## src/rtl/evt_pkg.sv

```systemverilog
package evt_pkg;

    localparam int ADDR_W   = 12;
    localparam int DATA_W   = 32;
    localparam int CNT_W    = 64;
    localparam int MIN_CH   = 3;
    localparam int MAX_CH   = 32;
    localparam int ACC_BYTES = 4;

    localparam logic [DATA_W-1:0] CAP_BASE   = 32'h8086_A001;
    localparam int                CH_FLD_LSB = 8;

    localparam logic [ADDR_W-1:0] OFS_CAP_LO = 12'h000;
    localparam logic [ADDR_W-1:0] OFS_CAP_HI = 12'h004;
    localparam logic [ADDR_W-1:0] OFS_CFG_LO = 12'h010;
    localparam logic [ADDR_W-1:0] OFS_CFG_HI = 12'h014;
    localparam logic [ADDR_W-1:0] OFS_CNT_LO = 12'h0F0;
    localparam logic [ADDR_W-1:0] OFS_CNT_HI = 12'h0F4;

    localparam int CFG_RUN_BIT = 0;
    localparam int CFG_LEG_BIT = 1;

    typedef enum logic [2:0] {
        RS_NONE, RS_CAP_LO, RS_CAP_HI, RS_CFG_LO, RS_CFG_HI, RS_CNT_LO, RS_CNT_HI
    } reg_sel_e;

    typedef struct packed {
        logic             rd;
        logic             wr;
        reg_sel_e         sel;
        logic [DATA_W-1:0] data;
    } bus_op_t;

    typedef struct packed {
        logic legacy;
        logic run;
    } gcfg_t;

    function automatic int clamp_ch(input int n);
        if (n < MIN_CH) return MIN_CH;
        if (n > MAX_CH) return MAX_CH;
        return n;
    endfunction

    function automatic logic [DATA_W-1:0] cap_low_word(input int nch);
        logic [DATA_W-1:0] fld;
        fld = DATA_W'(nch - 1) << CH_FLD_LSB;
        return CAP_BASE | fld;
    endfunction

endpackage

```

## src/rtl/evt_reg_decode.sv

```systemverilog
module evt_reg_decode
    import evt_pkg::*;
(
    input  logic              sel,
    input  logic              we,
    input  logic [ADDR_W-1:0] addr,
    input  logic [2:0]        size,
    input  logic [DATA_W-1:0] wdata,
    output bus_op_t           op
);
    logic     legal;
    reg_sel_e which;

    always_comb begin
        legal = sel && (size == 3'(ACC_BYTES)) && (addr[1:0] == 2'b00);
        unique case (addr)
            OFS_CAP_LO: which = RS_CAP_LO;
            OFS_CAP_HI: which = RS_CAP_HI;
            OFS_CFG_LO: which = RS_CFG_LO;
            OFS_CFG_HI: which = RS_CFG_HI;
            OFS_CNT_LO: which = RS_CNT_LO;
            OFS_CNT_HI: which = RS_CNT_HI;
            default:    which = RS_NONE;
        endcase
        op.rd   = legal && !we;
        op.wr   = legal && we;
        op.sel  = legal ? which : RS_NONE;
        op.data = wdata;
    end

    always_comb begin
        if (op.rd || op.wr) begin
            a_legal_size_r11: assert (size == 3'(ACC_BYTES))
                else $error("decoded access with illegal size");
        end
    end
endmodule

```

## src/rtl/evt_main_counter.sv

```systemverilog
module evt_main_counter
    import evt_pkg::*;
(
    input  logic              clk,
    input  logic              rst,
    input  logic              run,
    input  logic              tick_en,
    input  logic              wr_lo,
    input  logic              wr_hi,
    input  logic [DATA_W-1:0] wdata,
    output logic [CNT_W-1:0]  cnt,
    output logic              err
);
    localparam int HALF = CNT_W / 2;

    logic any_wr;
    assign any_wr = wr_lo || wr_hi;

    always_ff @(posedge clk) begin
        if (rst) begin
            cnt <= '0;
            err <= 1'b0;
        end else if (run) begin
            if (tick_en) cnt <= cnt + CNT_W'(1);
            if (any_wr)  err <= 1'b1;
        end else begin
            if (wr_lo) cnt[HALF-1:0]     <= wdata;
            if (wr_hi) cnt[CNT_W-1:HALF] <= wdata;
        end
    end

    p_count_step_r4: assert property (@(posedge clk) disable iff (rst)
        run && tick_en |=> cnt == $past(cnt) + CNT_W'(1));

    p_halt_hold_r5: assert property (@(posedge clk) disable iff (rst)
        !run && !any_wr |=> $stable(cnt));

    p_run_write_dropped_r8: assert property (@(posedge clk) disable iff (rst)
        run && any_wr && !tick_en |=> $stable(cnt) && err);

    p_err_sticky_r8: assert property (@(posedge clk) disable iff (rst)
        err |=> err);
endmodule

```

## src/rtl/evt_gcfg.sv

```systemverilog
module evt_gcfg
    import evt_pkg::*;
#(
    parameter int NCH = 3
) (
    input  logic           clk,
    input  logic           rst,
    input  logic           wr_lo,
    input  logic           wr_hi,
    input  logic [1:0]     wbits,
    input  logic [NCH-1:0] cmp_all_ones,
    output gcfg_t          cfg,
    output logic [NCH-1:0] arm,
    output logic [NCH-1:0] disarm
);
    gcfg_t cfg_next;
    logic  rising, falling;

    always_comb begin
        cfg_next = cfg;
        if (wr_lo) begin
            cfg_next.run    = wbits[CFG_RUN_BIT];
            cfg_next.legacy = wbits[CFG_LEG_BIT];
        end
        rising  = cfg_next.run && !cfg.run;
        falling = !cfg_next.run && cfg.run;
    end

    always_ff @(posedge clk) begin
        if (rst) cfg <= '0;
        else     cfg <= cfg_next;
    end

    for (genvar i = 0; i < NCH; i++) begin : g_ch
        always_ff @(posedge clk) begin
            if (rst) begin
                arm[i]    <= 1'b0;
                disarm[i] <= 1'b0;
            end else begin
                arm[i]    <= rising && !cmp_all_ones[i];
                disarm[i] <= falling;
            end
        end
    end

    p_arm_only_on_rise_r9: assert property (@(posedge clk) disable iff (rst)
        |arm |-> $rose(cfg.run));

    p_rise_arms_eligible_r9: assert property (@(posedge clk) disable iff (rst)
        $rose(cfg.run) |-> arm == ~$past(cmp_all_ones));

    p_disarm_all_on_fall_r10: assert property (@(posedge clk) disable iff (rst)
        |disarm |-> (&disarm) && $fell(cfg.run));

    p_no_both_strobes_r10: assert property (@(posedge clk) disable iff (rst)
        !(|arm && |disarm));

    p_cfg_hi_ignored_r3: assert property (@(posedge clk) disable iff (rst)
        wr_hi && !wr_lo |=> $stable(cfg));
endmodule

```

## src/rtl/evt_global_core.sv

```systemverilog
module evt_global_core
    import evt_pkg::*;
#(
    parameter int NUM_CH  = 4,
    parameter int TICK_FS = 10_000_000,
    localparam int NCH    = clamp_ch(NUM_CH)
) (
    input  logic              clk,
    input  logic              rst,
    input  logic              tick_en,
    input  logic              bus_sel,
    input  logic              bus_we,
    input  logic [11:0]       bus_addr,
    input  logic [2:0]        bus_size,
    input  logic [31:0]       bus_wdata,
    output logic [31:0]       bus_rdata,
    input  logic [NCH-1:0]    ch_cmp_all_ones,
    output logic [63:0]       cnt_value,
    output logic              run_en,
    output logic              legacy_en,
    output logic [NCH-1:0]    ch_arm,
    output logic [NCH-1:0]    ch_disarm,
    output logic              wr_err
);
    localparam logic [DATA_W-1:0] CAP_LO = cap_low_word(NCH);
    localparam logic [DATA_W-1:0] CAP_HI = DATA_W'(TICK_FS);
    localparam int                HALF   = CNT_W / 2;

    bus_op_t          op;
    gcfg_t            cfg;
    logic [CNT_W-1:0] cnt;
    logic [DATA_W-1:0] rd_mux;

    evt_reg_decode u_dec (
        .sel   (bus_sel),
        .we    (bus_we),
        .addr  (bus_addr),
        .size  (bus_size),
        .wdata (bus_wdata),
        .op    (op)
    );

    evt_gcfg #(.NCH(NCH)) u_cfg (
        .clk          (clk),
        .rst          (rst),
        .wr_lo        (op.wr && op.sel == RS_CFG_LO),
        .wr_hi        (op.wr && op.sel == RS_CFG_HI),
        .wbits        (op.data[1:0]),
        .cmp_all_ones (ch_cmp_all_ones),
        .cfg          (cfg),
        .arm          (ch_arm),
        .disarm       (ch_disarm)
    );

    evt_main_counter u_cnt (
        .clk     (clk),
        .rst     (rst),
        .run     (cfg.run),
        .tick_en (tick_en),
        .wr_lo   (op.wr && op.sel == RS_CNT_LO),
        .wr_hi   (op.wr && op.sel == RS_CNT_HI),
        .wdata   (op.data),
        .cnt     (cnt),
        .err     (wr_err)
    );

    always_comb begin
        unique case (op.sel)
            RS_CAP_LO: rd_mux = CAP_LO;
            RS_CAP_HI: rd_mux = CAP_HI;
            RS_CFG_LO: rd_mux = {30'b0, cfg.legacy, cfg.run};
            RS_CNT_LO: rd_mux = cnt[HALF-1:0];
            RS_CNT_HI: rd_mux = cnt[CNT_W-1:HALF];
            default:   rd_mux = '0;
        endcase
    end

    always_ff @(posedge clk) begin
        if (rst)        bus_rdata <= '0;
        else if (op.rd) bus_rdata <= rd_mux;
        else            bus_rdata <= '0;
    end

    assign cnt_value = cnt;
    assign run_en    = cfg.run;
    assign legacy_en = cfg.legacy;

    p_idle_rdata_zero_r6: assert property (@(posedge clk) disable iff (rst)
        !bus_sel |=> bus_rdata == '0);

    p_bad_size_reads_zero_r11: assert property (@(posedge clk) disable iff (rst)
        bus_sel && bus_size != 3'd4 |=> bus_rdata == '0);
endmodule

```

## config.mk

```make
export PLATFORM = sky130hd
export DESIGN_NAME = evt_global_core
export DESIGN_NICKNAME = d
export VERILOG_FILES = /design/src/rtl/evt_pkg.sv /design/src/rtl/evt_reg_decode.sv /design/src/rtl/evt_main_counter.sv /design/src/rtl/evt_gcfg.sv /design/src/rtl/evt_global_core.sv
export SDC_FILE = /design/constraint.sdc
export NUM_CORES = 1
export LEC_CHECK = 0
export BUFFER_PORTS_ARGS = -buffer_cell sky130_fd_sc_hd__buf_2
export CORE_MARGIN = 2
export CORE_UTILIZATION = 25
export DETAILED_ROUTE_END_ITERATION = 8
export SETUP_SLACK_MARGIN = 0.02
export SLEW_MARGIN = 30
export SYNTH_ARGS = -nofsm -noshare
export SYNTH_HDL_FRONTEND = slang
export SYNTH_SLANG_ARGS = --single-unit
```

## constraint.sdc

```tcl
create_clock -name clk -period 6.1 [get_ports clk]
set_clock_uncertainty 0.1 [all_clocks]
set_input_delay 1.22 -clock clk [delete_from_list [all_inputs] [get_ports clk]]
set_output_delay 1.22 -clock clk [all_outputs]
set_load 0.05 [all_outputs]
```

==> results.sh <==
export IMPL_worstMarginPinSlew_ns=0.9128
export IMPL_critPathKind="flop to flop"
export IMPL_hold_viol_final=0
export IMPL_grtUsageMet2=0.3211
export IMPL_synth_distinct_cells=74
export IMPL_synth_main_ff_cell="dfxtp_1"
export IMPL_ant_nets=0
export IMPL_die_h_um=157.5
export IMPL_grt_busiest_layer="met2"
export IMPL_antenna_found_initial=1
export IMPL_leakage_uw=0.002752
export IMPL_avgViaCountPerCell=5.478
export IMPL_vias=6721
export IMPL_r2r_slack_ns=2.71
export IMPL_drc=0
export IMPL_peakVddDrop_v=0.0001078
export IMPL_min_to="u_cnt.cnt[41]"
export IMPL_setup_viol=0
export IMPL_synth_nets=837
export IMPL_tritoncts="built"
export IMPL_rsz0062_at_grt="no"
export IMPL_hold_class="flop to flop"
export IMPL_use_met1=0.2623
export IMPL_htree_levels=3
export IMPL_grt_max_degree=83
export IMPL_dieArea_mm2=0.02482
export IMPL_setup_tns_ns=0
export IMPL_syn_inst=780
export IMPL_ctsResizeCount=0
export IMPL_cts_root_buffer="clkbuf_16"
export IMPL_finalCriticalPeriod_ns=3.391
export IMPL_cts_buffer_depth=2
export IMPL_fp_dieW_um=157.5
export IMPL_r2r_end="u_cnt.cnt[44]"
export IMPL_synth_seq_area_share=0.3533
export IMPL_ys_ff_latch=104
export IMPL_wl_per_cell_um=20.19
export IMPL_reg2reg_from="u_cnt.cnt[0]"
export IMPL_cts_sinks=104
export IMPL_switching_power_uw=307.7
export IMPL_fill_cells=2554
export IMPL_end_kind="flop"
export IMPL_power_frac_seq=0.508
export IMPL_whs_path_depth=2
export IMPL_clockPowerShare=0.443
export IMPL_grtUsageMet3=0.04488
export IMPL_relSlewSlack=0.3915
export IMPL_routabilityCongestion=0.9022
export IMPL_clkTransAtPathRegs_ns=0.07
export IMPL_drive_gt1_frac=0.2269
export IMPL_insertion_delay_ns=0.36
export IMPL_cp_arrival_ns=3.54
export IMPL_holdBufCountCts=0
export IMPL_ys_async_sr_fraction=0
export IMPL_wirelength_um=24770
export IMPL_num_rows=56
export IMPL_syn_area_mm2=0.005893
export IMPL_min_from="u_cnt.cnt[41]"
export IMPL_firstDrtPassIters=6
export IMPL_swShare=0.2304
export IMPL_dp_cells=1214
export IMPL_io_pins=163
export IMPL_grt_overflow_total=0
export IMPL_rr_worst_depth=7
export IMPL_required_ns=6.25
export IMPL_syn_avg_cell_area_um2=7.555
export IMPL_area_delta_synth_final_pct=22.72
export IMPL_fp_coreArea_mm2=0.02333
export IMPL_drv_slew=0
export IMPL_cap_violations=0
export IMPL_fin_cells=1227
export IMPL_grt_pass1_vias=6227
export IMPL_grt_pass1_wl_um=37350
export IMPL_period_share=0.5560
export IMPL_status="complete, no violations"
export IMPL_p_per_area_mw_per_mm2=184.7
export IMPL_drtIter0Drc=672
export IMPL_layout_commonest_cell="buf_2"
export IMPL_io_buffers=162
export IMPL_nNetsFinal=963
export IMPL_post_cts_buffers=0
export IMPL_fmax_mhz=294.9
export IMPL_critPathLaunchType="flop"
export IMPL_track_usage=0.1975
export IMPL_yosys_warnings=0
export IMPL_antenna_cells=0
export IMPL_synth_edf_count=0
export IMPL_cts_buffers=9
export IMPL_initial_core_util=0.2526
export IMPL_combPwrFrac=0.049
export IMPL_worstPathMaxFanout=12
export IMPL_hpwl_um=18170
export IMPL_internal_power_uw=1028
export IMPL_mostFrequentLayoutCells="buf_2 (162), dfxtp_1 (103), nor2_1 (89)"
logic make-up after synthesis:
kind of cell	count (synthesis)	share of synthesized area
flops	104	0.3533
mux	11	0.01890
buf+inv	71	0.04862
compound gates	249	0.2722
xor+xnor	1	0.001486
fa+ha+maj	1	0.002123
simple gates	343	0.3034
cell type report:
cell class / instances / area (um2) / share of cell area
clock buffer: 10 / 239.0 / 0.03304
multi-input combinational: 605 / 3536 / 0.4889
timing repair buffer: 169 / 867.1 / 0.1199
sequential: 104 / 2083 / 0.2881
clock inverter: 3 / 43.79 / 0.006055
inverter: 17 / 63.81 / 0.008824
tap: 319 / 399.1 / 0.05519
power groups by stage:
stage                     Clock, uW  Sequential [uW]  Combinational (uW)
after floorplan                   0              694                30.0
after global placement            0              694                64.1
after detailed placement          0              694                64.2
after CTS                       605              678                64.5
after global routing            626              678                71.5
final                           592              678                65.7
registers in the layout (all words and copies together) (netlist names):
name          flops
bus_rdata        32
u_cfg.arm         4
u_cfg.cfg         2
u_cfg.disarm      1
u_cnt.cnt        64
u_cnt.err         1
synthesized netlist by cell type (all sizes together), types with 2 or more instances:
library cell | count | area [um2]
and4 | 6 | 55.05
a21boi | 2 | 15.01
o22ai | 10 | 62.56
o32ai | 5 | 43.79
and3 | 16 | 100.1
nor4 | 14 | 145.1
a211oi | 10 | 75.07
o31a | 6 | 52.55
inv | 16 | 60.06
nor4b | 2 | 17.52
a31o | 2 | 17.52
a21o | 7 | 52.55
a22oi | 21 | 157.7
nor2 | 89 | 334.1
a32oi | 4 | 35.03
nand4b | 2 | 17.52
a2111oi | 2 | 17.52
o21ai | 60 | 300.3
a41oi | 2 | 17.52
clkbuf | 40 | 150.1
dfxtp | 104 | 2082
nand3 | 39 | 207.7
and2 | 7 | 43.80
nor3 | 33 | 175.2
nand4 | 26 | 183.9
a211o | 2 | 17.52
a31oi | 15 | 93.84
o221a | 2 | 22.52
o2bb2ai | 4 | 35.03
mux2i | 10 | 100.1
a21oi | 63 | 315.3
a22o | 2 | 17.52
o211a | 2 | 20.02
o21a | 7 | 52.55
or3 | 11 | 78.82
nand2 | 80 | 300.3
o31ai | 7 | 57.55
o211ai | 3 | 22.52
o41ai | 4 | 35.03
nor2b | 9 | 56.30
buf | 14 | 72.56
worst max-delay path, cell delays in order, from the launching register on:
cell,delay (ns)
dfxtp_1,0.55
ha_1,0.28
nand3_1,0.19
nor4_4,0.64
nand4_1,0.65
o21ai_0,0.38
a21oi_1,0.11
a2111oi_0,0.38
worst max path at each step:
stage	start	endpoint	slack [ns]	depth (start not counted)
after global placement	bus_addr[9]	u_cnt.cnt[26]	2.19	8
final	u_cnt.cnt[0]	u_cnt.cnt[44]	2.71	7
after detailed placement	bus_addr[9]	bus_rdata[10]	2.38	7
after CTS	bus_addr[9]	bus_rdata[10]	2.75	7
after floorplan	bus_addr[9]	u_cnt.cnt[29]	3.13	7
after global routing	bus_size[1]	u_cnt.cnt[33]	2.56	7
layer usage:
layer  vias up  part of all wire
met4         2             0.017
met3        26             0.086
met5         -           0.00028
li1       3162                 -
met1      3214              0.43
met2       317              0.47
stage by stage:
step                      cell area, um2  hold slack, ns  utilization  power, uW  setup WS [ns]
after global routing                7232          0.4429       0.3100       1375          2.557
after global placement              6935          0.4016       0.2972      758.2          2.193
after detailed placement            6947          0.4068       0.2977      758.4          2.383
after CTS                           7229          0.4157       0.3098       1348          2.749
final                               7232          0.4189       0.3100       1335          2.709
after floorplan                     5893          0.5958            -      724.1          3.129
Power figures use the tool's default switching activity.
